### config.mk
export PLATFORM = sky130hd
export DESIGN_NAME = rx_err_fifo
export DESIGN_NICKNAME = d
export VERILOG_FILES = /design/src/rtl/rxf_pkg.sv /design/src/rtl/rxf_store.sv /design/src/rtl/rxf_idle_timer.sv /design/src/rtl/rx_err_fifo.sv
export SDC_FILE = /design/constraint.sdc
export NUM_CORES = 1
export LEC_CHECK = 0
export BUFFER_PORTS_ARGS = -buffer_cell sky130_fd_sc_hd__buf_2
export CORE_MARGIN = 5
export CORE_UTILIZATION = 55
export CTS_BUF_LIST = sky130_fd_sc_hd__clkbuf_8
export DETAILED_ROUTE_END_ITERATION = 8
export PLACE_DENSITY = 0.78
export SLEW_MARGIN = 5
export SYNTH_ARGS = -nofsm -noshare
export SYNTH_HDL_FRONTEND = slang
export SYNTH_SLANG_ARGS = --single-unit
### constraint.sdc
create_clock -name clk -period 3.2 [get_ports clk]
set_input_delay 0.48 -clock clk [delete_from_list [all_inputs] [get_ports clk]]
set_output_delay 0.48 -clock clk [all_outputs]
set_load 0.05 [all_outputs]
### src/rtl/rxf_pkg.sv
package rxf_pkg;
  localparam int DW = 8;
  localparam int TAGW = 3;

  typedef struct packed {
    logic           brk;
    logic           ferr;
    logic           perr;
    logic [DW-1:0]  data;
  } rxf_entry_t;

  localparam int EW = $bits(rxf_entry_t);

  function automatic int unsigned fill_level(input logic [1:0] sel, input int unsigned depth);
    case (sel)
      2'd0:    fill_level = 1;
      2'd1:    fill_level = depth / 4;
      2'd2:    fill_level = depth / 2;
      default: fill_level = depth - 2;
    endcase
  endfunction

  function automatic int unsigned idle_limit(input logic [1:0] wl);
    idle_limit = 4 * (5 + int'(wl)) + 12;
  endfunction
endpackage

### src/rtl/rxf_store.sv
module rxf_store
  import rxf_pkg::*;
#(
  parameter int DEPTH = 16,
  localparam int PW = (DEPTH > 1) ? $clog2(DEPTH) : 1,
  localparam int CW = $clog2(DEPTH + 1)
) (
  input  logic             clk,
  input  logic             rst_n,
  input  logic             clr,
  input  logic             push,
  input  rxf_entry_t       wentry,
  input  logic             pop,
  output rxf_entry_t       head,
  output logic [CW-1:0]    fill
);
  rxf_entry_t    mem [DEPTH];
  logic [PW-1:0] wp, rp;

  function automatic logic [PW-1:0] nxt(input logic [PW-1:0] p);
    nxt = (p == PW'(DEPTH - 1)) ? '0 : p + 1'b1;
  endfunction

  always_ff @(posedge clk or negedge rst_n) begin
    if (!rst_n) begin
      wp   <= '0;
      rp   <= '0;
      fill <= '0;
      for (int i = 0; i < DEPTH; i++) mem[i] <= '0;
    end else if (clr) begin
      wp   <= '0;
      rp   <= '0;
      fill <= '0;
      for (int i = 0; i < DEPTH; i++) mem[i] <= '0;
    end else begin
      if (push) begin
        mem[wp] <= wentry;
        wp      <= nxt(wp);
      end
      if (pop) rp <= nxt(rp);
      case ({push, pop})
        2'b10:   fill <= fill + 1'b1;
        2'b01:   fill <= fill - 1'b1;
        default: fill <= fill;
      endcase
    end
  end

  assign head = mem[rp];
endmodule

### src/rtl/rxf_idle_timer.sv
module rxf_idle_timer
  import rxf_pkg::*;
#(
  localparam int LIMW = $clog2(4 * DW + 13)
) (
  input  logic            clk,
  input  logic            rst_n,
  input  logic            restart,
  input  logic            active,
  input  logic            tick,
  input  logic [1:0]      wl,
  output logic            expired
);
  logic [LIMW-1:0] cnt;
  logic [LIMW-1:0] lim;

  assign lim = LIMW'(idle_limit(wl));

  always_ff @(posedge clk or negedge rst_n) begin
    if (!rst_n)                          cnt <= '0;
    else if (restart || !active)         cnt <= '0;
    else if (tick && (cnt < lim))        cnt <= cnt + 1'b1;
  end

  assign expired = active && (cnt >= lim);
endmodule

### src/rtl/rx_err_fifo.sv
module rx_err_fifo
  import rxf_pkg::*;
#(
  parameter int DEPTH = 16,
  localparam int CW = $clog2(DEPTH + 1)
) (
  input  logic          clk,
  input  logic          rst_n,
  input  logic          fifo_clr,
  input  logic          fifo_en,
  input  logic [1:0]    trig_sel,
  input  logic [1:0]    word_len,
  input  logic          rx_ie,
  input  logic          bit_tick,
  input  logic          in_valid,
  output logic          in_ready,
  input  logic [DW-1:0] in_data,
  input  logic          in_perr,
  input  logic          in_ferr,
  input  logic          in_brk,
  input  logic          rd_strobe,
  input  logic          lsr_rd,
  output logic [DW-1:0] hold_data,
  output logic [4:0]    line_stat,
  output logic          rx_irq,
  output logic          rx_tout
);
  logic [CW-1:0] fill;
  logic [CW-1:0] cap;
  logic [CW-1:0] level;
  rxf_entry_t    wentry, head;
  logic          push, pop, empty, drop;
  logic          ovr;
  logic [DW-1:0] last_data;
  logic          level_hit;

  assign cap      = fifo_en ? CW'(DEPTH) : CW'(1);
  assign level    = fifo_en ? CW'(fill_level(trig_sel, DEPTH)) : CW'(1);
  assign empty    = (fill == '0);
  assign in_ready = (fill < cap);
  assign push     = in_valid && in_ready && !fifo_clr;
  assign drop     = in_valid && !in_ready && !fifo_clr;
  assign pop      = rd_strobe && !empty && !fifo_clr;
  assign wentry   = '{brk: in_brk, ferr: in_ferr, perr: in_perr, data: in_data};

  rxf_store #(.DEPTH(DEPTH)) u_store (
    .clk    (clk),
    .rst_n  (rst_n),
    .clr    (fifo_clr),
    .push   (push),
    .wentry (wentry),
    .pop    (pop),
    .head   (head),
    .fill   (fill)
  );

  rxf_idle_timer u_idle (
    .clk     (clk),
    .rst_n   (rst_n),
    .restart (push || pop || fifo_clr),
    .active  (!empty),
    .tick    (bit_tick),
    .wl      (word_len),
    .expired (rx_tout)
  );

  always_ff @(posedge clk or negedge rst_n) begin
    if (!rst_n) begin
      ovr       <= 1'b0;
      last_data <= '0;
    end else if (fifo_clr) begin
      ovr       <= 1'b0;
      last_data <= '0;
    end else begin
      if (drop)        ovr <= 1'b1;
      else if (lsr_rd) ovr <= 1'b0;
      if (pop) last_data <= head.data;
    end
  end

  assign level_hit = (fill >= level);
  assign hold_data = empty ? last_data : head.data;
  assign line_stat = empty ? {3'b000, ovr, 1'b0}
                           : {head.brk, head.ferr, head.perr, ovr, 1'b1};
  assign rx_irq    = rx_ie && (level_hit || rx_tout);
endmodule

* After elaboration in Yosys (flattened, before gate mapping)
Index checks and enable logic that the tools add are counted.
Cells by class: muxes and demuxes 28, reductions and logical operators 24, $lt $le $gt $ge 7, bitwise gates (word level) 2, equal/unequal tests 6, add/subtract/negate cells 7
Operator list (count):
- 2-to-1 mux 176 bit | 2
- bitwise mux 176 bit | 1
- binary-select mux 11 bit (select 4 bit) | 1
- demux 11 bit (select 4 bit) | 1
- 2-to-1 mux 11 bit | 3
- 2-to-1 mux 4 bit | 6
- 2-to-1 mux 8 bit | 3
- 2-to-1 mux 5 bit | 4
- 2-to-1 mux 6 bit | 2
- case mux 4 bit (3 select lines) | 1
- >= comparator 5 bit, second input constant | 2
- logical AND 1 bit | 10
- inverter 4 -> 5 bit | 2
- case mux 5 bit (2 select lines) | 1
- adder 4 x 1 -> 4 bit, second input constant | 2
- equality test 4 bit, second input constant | 2
- adder 6 x 1 -> 6 bit, second input constant | 1
- adder 6 x 5 -> 6 bit, second input constant | 1
- >= comparator 6 bit | 1
- < comparator 6 bit | 1
- nonzero test 2 bit | 3
- nonzero test 3 bit | 2
- adder 5 x 1 -> 5 bit, second input constant | 1
- >= comparator 5 bit | 1
- other kinds (11) | 20
Storage, ports and cells: register bits after elaboration 204, logic and storage cells 144, output and inout bits 16, input bits 24

* Longest topological paths before layout
Gate-level depths: netlist of the first run.
word-level depth 8, depth in mapped cells 14, depth with buffers taken out 13

* Cells and area by module
A second synthesis of the first run with hierarchy kept.
Second synthesis, totals: cell total of the unflattened synthesis 1164, area total of the unflattened synthesis 10674.0 um^2
Modules (own cells, without submodules):
- rxf_store | seq. area each 4729.5 um^2, instances 1, area an instance 9270.1 um^2, cells an instance 1002
- rx_err_fifo | seq. area each 225.2 um^2, instances 1, area an instance 935.9 um^2, cells an instance 106
- rxf_idle_timer | seq. area each 150.1 um^2, instances 1, area an instance 467.9 um^2, cells an instance 56

* Worst setup path after synthesis of the first run
Ideal clock, no wire load.
path type input to output, start point input word_len[0], end point output rx_irq, required time 2.720 ns, data arrival time 2.658 ns, buffers on the path 0, stages on the path 6, path slack 0.062 ns, path through ha_1 nand2_1 a21boi_0 o311a_1 nor3_1 a21boi_0
Between the ends: longest elaborated chain between the ends 6
RTL lines:
- start: declaration | line rx_err_fifo.sv:12 | input logic [1:0] word_len,
- adder 3 x 2 -> 4 bit | line rxf_pkg.sv:24 | idle_limit = 4 * (5 + int'(wl)) + 12;
- adder 6 x 5 -> 6 bit | line rxf_pkg.sv:24
- >= comparator 6 bit | line rxf_idle_timer.sv:25 | assign expired = active && (cnt >= lim);
- logical AND 1 bit | line rxf_idle_timer.sv:25
- net rx_tout | line rx_err_fifo.sv:26 | output logic rx_tout
- logical OR 1 bit | line rx_err_fifo.sv:85 | assign rx_irq = rx_ie && (level_hit || rx_tout);
- logical AND 1 bit | line rx_err_fifo.sv:85
- end: declaration | line rx_err_fifo.sv:25 | output logic rx_irq,
The timed path passes the listed nets, and every way through them passes these cells.

* Worst setup path in the final report of the first run
start point register u_store.rp[0], end point output hold_data[7]
Between the ends: longest elaborated chain between the ends 5
RTL lines:
- start: declaration | line rxf_store.sv:18 | logic [PW-1:0] wp, rp;
- start signal: assignment | line rxf_store.sv:40 | if (pop) rp <= nxt(rp);
- inverter 4 -> 5 bit (not written as such) | line rxf_store.sv:49 | assign head = mem[rp];
- binary-select mux 11 bit (select 4 bit) | line rxf_store.sv:49
- 2-to-1 mux 11 bit (not written as such) (2 in a row) | line rxf_store.sv:49
- 2-to-1 mux 8 bit | line rx_err_fifo.sv:82 | assign hold_data = empty ? last_data : head.data;
- end: declaration | line rx_err_fifo.sv:23 | output logic [DW-1:0] hold_data,
No other way between the ends. The select of a mux whose other input is x is not followed.

==> metrics, run 1 <==
hold_sp lsr_rd; initial antenna violation count 0; nets 1137; CTS max path bufs 3; Post-Syn Nets 1093; Slowest-stage cell, CP mux4_2; GRT Total Usage between 20% and 30%; pwr dens ~620 nW/um^2; crit path cell chain buf_12 -> buf_12 -> buf_4 -> mux4_2 -> mux2i_1 -> mux2i_1 -> mux2_4 -> buf_6; initial DRC count between 1k and 1.5k; CTS tree done; routed wire length approximately 28000 um; HPWL Detailed between 15000 and 20000 um; cells on worst reg2reg path 11; crit-path max cell delay around 0.55 ns; delay-heaviest family, CP multiplexers; DR WL/cell roughly 20 um; Placed Instance Area between 10000 and 15000 um^2; die area 21760 um^2; critical path startpoint category flip-flop; clk_lat worst skew 0.53 ns; Seq pwr share between 30% and 40%; # setup viols final 0; drt pass-1 iters 5; WS Path Type reg2out; Worst Hold End ovr; Congestion Overflow GR 0; register bit total from synthesis around 200; Vias just over 8k; # DRC 0; Worst Path Arrival around 2.7 ns; ANT cells 0; top cells by count, synth 300 x nand2_1, 204 x dfrtp_1, 152 x a21oi_1, 78 x mux2i_1, 64 x nor2_1; CP Capture Type output port; clock transition at the registers of the reported paths about 0.070 ns; Syn Inst Count 1051; Die Width between 100 and 150 um; min cycle time layout 3.160 ns; R2R setup slack 0.35 ns; status finished, final reports clean; synth unique cells 42; Hold Vio Cnt, Final 0; WHS Path Cells 3; Critical Path RT 2.72 ns; Min-Delay Path Class in2reg; Starting Density about 56%; I/O pins 40; Synth Cell Area between 10000 and 15000 um^2; CTS Root Cell clkbuf_8; cell taking the most area after synthesis dfrtp_1; Peak Freq between 0.3 and 0.4 GHz; Crit Reg-Reg Endpoint u_store.fill[4]; top-count cell post-synth nand2_1; htree depth 2; RR Startpoint u_store.fill[4]; Setup TNS 0 ns; Clock power frac 31.6%; combinational power share between 30% and 40%; top cell type's share of synthesized area 49.09%; Fillers between 1k and 1.5k; GP Congestion around 0.86; ys flop type dfrtp_1; Pleak roughly 5.0 nW; P_int about 5 mW; Core Region between 15000 and 20000 um^2; P&R area growth vs syn 14.44%; Syn Area/Cell 9.895 um^2; fraction of layout cells with a size suffix above 1 19.68%; ys async rst share between 90% and 100%; post-synthesis sequential area ratio between 40% and 50%; crit path launch u_store.rp[0]; sw power approximately 2.5 mW; final instance area 11900 um^2; Post-synth EDFFs 0; Sw Share 33.64%; number of global-route vias before repair just under 8k; largest cells by area after synthesis dfrtp_1 49%, nand2_1 11%, mux4_2 9.7%, mux2i_1 7.5%, a21oi_1 7.3%; clk sinks about 200; Yosys warning count 0; relative slew slack between 30 and 40%; first-pass GRT wire length roughly 43000 um; Peak VDD IR 0.2812 mV; clk_skew around 0.026 ns; max cap viols 0; post-route ant nets 0; actual slew at the worst max-slew pin approximately 0.94 ns; drt via density approximately 6.1; CP max FO 5; number of buffers created by CTS 34; unrepaired setup endpoints after global routing yes; Buffers on Ports 39; Final Max Slew Viols 0; Worst Path Buf+Inv 4; largest net degree at the start of global routing 199; final period utilization between 90% and 100%; die height approximately 150 um; row cnt 50
cells in the final DEF, fill, tap and decap left out, types with 2 or more instances in the layout:
cell type  Yosys  layout
a21boi_0       2       2
and2_1         2       2
dfrtp_1      204     202
or3_1          9       9
nor2_1        64      64
clkbuf_8       0      43
nand2_1      300     299
buf_4         10      37
o22ai_1        3       3
a31oi_1        2       2
buf_12         0       9
nor3_2         8       8
and3_1         5       5
o21ai_0        4       4
clkbuf_16      0       2
inv_1         14      27
xnor2_1        5       5
mux2_2         8       4
nand3_1       10      10
a21oi_1      152     152
mux2_4         0       4
dfrtp_2        0       2
buf_6          0       7
nor3_1         4       4
nand2b_1       5       5
ha_1          17      17
inv_6          0       2
a21o_1         2       2
mux4_2        45      45
xor2_1         4       4
nor2b_1        4       4
buf_2         22      32
and4_1         4       4
mux2i_1       78      61
mux2i_4        0       3
o21ai_1        2       2
mux2i_2        0      14
cell families (layout without fill, tap and decap cells):
family,Yosys count,after routing,synth area share [%]
buf+inv,96,163,4.090
xor+xnor,9,9,0.7579
mux,131,131,18.12
flops,204,204,49.09
fa+ha+maj,18,18,2.238
simple gates,419,419,16.77
compound gates,174,174,8.939
worst min-delay path, stage by stage:
cell      delay, ns
buf_2          0.07
nand2b_1       0.09
a21oi_1        0.05
power by group through the flow:
stage	Clock (mW)	Combinational [mW]	Sequential, mW
after CTS	2.35	1.93	2.79
after detailed placement	0	1.89	2.83
after global placement	0	1.85	2.83
final	2.34	2.27	2.79
after global routing	2.48	2.42	2.81
after floorplan	0	1.43	2.78
stage by stage:
stage | hold slack [ns] | setup WS (ns) | total power [mW] | cells | utilization (%)
after floorplan | 0.1844 | 0.06174 | 4.214 | 1051 | -
after global placement | 0.4960 | 0.2601 | 4.685 | 1269 | 58.05
after detailed placement | 0.5051 | 0.1316 | 4.721 | 1269 | 58.05
after CTS | 0.2013 | -0.005022 | 7.065 | 1330 | 61.93
after global routing | 0.2418 | -0.03588 | 7.713 | 1352 | 63.84
final | 0.2057 | 0.03981 | 7.405 | 1352 | 63.84
state kept, by name, summed over array words and instances (netlist names):
register	cells
u_store.rp	4
ovr	1
u_idle.cnt	6
last_data	8
u_store.wp	4
u_store.fill	5
u_store.mem	176
timing repair:
item                       CTS  global route
cloned                       0             3
hold endpoints to repair    64             0
setup endpoints to repair    7             8
resized for setup            7            39
hold buffers                 1             0
pin swaps                    0             0
buffers inserted             1            19
layer usage:
| layer | part of all wire [%] | track usage (%) |
|---|---|---|
| met1 | 40 | 34.80 |
| met3 | 9.2 | 5.886 |
| met2 | 47 | 37.28 |
| met4 | 3.2 | 8.714 |
| met5 | 0 | 0 |
worst max path at each step:
stage,to,slack (ns),cells past startpoint
2_1_floorplan,rx_irq,0.06,6
3_3_place_gp,u_store.fill[4],0.26,13
3_5_place_dp,u_store.fill[4],0.13,13
4_1_cts,hold_data[1],-0.005,6
5_1_grt,hold_data[7],-0.04,8
6_report,hold_data[7],0.04,8
area by class of cell:
| cell class | instances | area (um^2) | share of cell area [%] |
|---|---|---|---|
| sequential | 204 | 5107 | 42.91 |
| multi-input combinational | 751 | 4984 | 41.87 |
| clock inverter | 17 | 101.3 | 0.8516 |
| timing repair buffer | 90 | 785.8 | 6.602 |
| clock buffer | 42 | 578.1 | 4.857 |
| inverter | 14 | 52.55 | 0.4415 |
| tap | 234 | 292.8 | 2.460 |
No activity file was read; power rests on OpenSTA's default activity.
==> run 2, diff against run 1 <==
--- a/config.mk
+++ b/config.mk
@@ -8,7 +8,6 @@
 export BUFFER_PORTS_ARGS = -buffer_cell sky130_fd_sc_hd__buf_2
 export CORE_MARGIN = 5
 export CORE_UTILIZATION = 55
-export CTS_BUF_LIST = sky130_fd_sc_hd__clkbuf_8
 export DETAILED_ROUTE_END_ITERATION = 8
 export PLACE_DENSITY = 0.78
 export SLEW_MARGIN = 5
==> run 2 against run 1 <==
Compared with the run above: total power increased by 1.9%; critical path type unchanged; fmax decreased by 1.2%; clock power is 6% higher; combinational power about the same; critical path depth stayed put; worst hold slack gained 0.033 ns; die area did not move; via count fell by 1.3%; highest routed layer unchanged.
==> metrics, run 2 (same netlist as run 1, synthesis figures left out) <==
status finished, final reports clean; actual slew at the worst max-slew pin 0.9235 ns (-0.01753 ns); max cap viols 0 (unchanged); Final Instance Count excl. Fillers 1334 (-1.3%); clk_lat worst skew 0.50 ns (-0.03 ns); critical path startpoint category flip-flop; GP Congestion 0.8649 (unchanged); GRT Total Usage 24.39% (-0.12 points); commonest non-fill, non-tap cell in the layout nand2_1; Crit Reg-Reg Endpoint u_store.fill[4]; Die Width 147.5 um (unchanged); number of global-route vias before repair 7868 (-0.18%); Core Region 18640 um^2 (unchanged); largest net degree at the start of global routing 199 (unchanged); CTS tree done; post-route ant nets 0 (unchanged); WHS Path Cells 3 (unchanged); # setup viols final 0 (unchanged); HPWL Detailed 16450 um (unchanged); unrepaired setup endpoints after global routing yes; Min-Delay Path Class in2reg; Fillers 1387 (-1.6%); clk_skew 0.01576 ns (-0.01029 ns); CTS max path bufs 3 (unchanged); Clock power frac 32.9% (+1.3 points); drt via density 6.064 (about the same); CP Capture Type output port; CP max FO 5 (unchanged); fraction of layout cells with a size suffix above 1 19.18% (-0.50 points); Worst Hold End ovr; combinational power share 30.1% (-0.6 points); die area 21760 um^2 (unchanged); number of buffers created by CTS 23 (-32%); Hold Vio Cnt, Final 0 (unchanged); clock transition at the registers of the reported paths 0.06 ns (about the same); Worst Path Arrival 2.72 ns (+0.04 ns); Critical Path RT 2.72 ns (about the same); commonest cells after routing, fill and taps aside 299 x nand2_1, 202 x dfrtp_1, 152 x a21oi_1; Sw Share 32.23% (-1.4 points); first-pass GRT wire length 42560 um (about the same); relative slew slack 38.43% (+1.2 points); Congestion Overflow GR 0 (unchanged); Final Max Slew Viols 0 (unchanged); # DRC 0 (unchanged); Buffers on Ports 39 (unchanged); nets 1128 (-0.79%); Cells after DPL 1269 (unchanged); ANT cells 0 (unchanged); Top reg by flops u_store.mem; Vias 8090 (-1.3%); Seq pwr share 37.0% (-0.7 points); R2R setup slack 0.35 ns (about the same); P&R area growth vs syn 14.98%; max reg flops 176 (unchanged); final period utilization 99.92% (+1.2 points); initial antenna violation count 0 (unchanged); I/O pins 40 (unchanged); Starting Density 55.79% (unchanged); min cycle time layout 3.198 ns (+0.03731 ns); DR WL/cell 20.59 um (+0.95%); WS Path Type reg2out; Peak Freq 0.3127 GHz (-1.2%); P_int 5.113 mW (+4.0%); die height 147.5 um (unchanged); biggest registers after layout u_store.mem (176), last_data (8), u_idle.cnt (6); hold_sp lsr_rd; RR Startpoint u_store.fill[4]; clk sinks 204 (unchanged); pwr dens 630.9 nW/um^2 (+1.4%); row cnt 50 (unchanged); initial DRC count 993 (-8.1%); Pleak 4.946 nW (-0.83%); total power draw 7.544 mW (+1.9%); cells on worst reg2reg path 11 (unchanged); CTS Root Cell clkbuf_16; htree depth 1 (-1); Peak VDD IR 0.3823 mV (+36%); routed wire length 27470 um (-0.39%); sw power 2.431 mW (-2.4%); drt pass-1 iters 5 (unchanged)
-- run 2: cell count changes in the layout (fill, tap and decap cells not counted), sizes merged --
cell	previous run	this run
inv	29	14
clkbuf	45	38
clkinvlp	0	2
bufinv	1	0
clkinv	1	3
buf	86	87
-- run 2: power by group through the flow --
stage | registers [mW] | logic [mW] | clock network [mW]
2_1_floorplan | 2.78 | 1.43 | 0
6_report | 2.79 | 2.27 | 2.48
5_1_grt | 2.81 | 2.43 | 2.61
3_3_place_gp | 2.83 | 1.85 | 0
4_1_cts | 2.79 | 1.92 | 2.50
3_5_place_dp | 2.83 | 1.89 | 0
-- run 2: worst max-delay path by stage --
stage | start | to | slack (ns) | cells past startpoint
3_5_place_dp | fifo_en | u_store.fill[4] | 0.13 | 13
5_1_grt | u_store.rp[0] | hold_data[4] | -0.05 | 8
4_1_cts | u_store.rp[0] | hold_data[3] | 0.0005 | 6
2_1_floorplan | word_len[0] | rx_irq | 0.06 | 6
6_report | u_store.rp[0] | hold_data[4] | 0.002 | 8
3_3_place_gp | fifo_en | u_store.fill[4] | 0.26 | 13
-- run 2: critical path, cell delays in order, from the launching register on --
cell	delay [ns]
dfrtp_2	0.47
buf_12	0.16
buf_12	0.13
buf_12	0.11
mux4_2	0.50
mux2i_2	0.21
mux2i_2	0.15
mux2_4	0.32
buf_8	0.15
-- run 2: timing repair --
item,CTS,global route
gates cloned,0,2
resized for setup,5,42
hold endpoints to repair,2,0
hold buffers,1,0
setup buffers,1,22
setup endpoints to repair,7,7
-- run 2: metal layers --
layer	track usage (%)	wire length [um]	up-vias
li1	-	-	3645
met4	7.829	960	0
met5	0	0	-
met3	5.303	2492	61
met2	38.31	12900	361
met1	34.27	11110	4023
-- run 2: area by class of cell --
type	instances	area, um^2	share of cell area [%]
Sequential cell	204	5107	42.71
Multi-Input combinational cell	751	4996	41.78
Timing Repair Buffer	92	802.0	6.707
Clock buffer	34	676.9	5.661
Tap cell	234	292.8	2.448
Inverter	14	52.55	0.4395
Clock inverter	5	30.03	0.2511
-- run 2: through the flow --
stage	TNS, ns	area (um^2)	hold slack [ns]	setup WS, ns	utilization, %
after floorplan	0	10400	0.1844	0.06174	-
after global placement	0	10820	0.4960	0.2601	58.05
after detailed placement	0	10820	0.5051	0.1316	58.05
after CTS	0	11560	0.2307	0.0004761	62.03
after global routing	-0.2136	11960	0.2699	-0.05185	64.14
final	0	11960	0.2385	0.002497	64.14
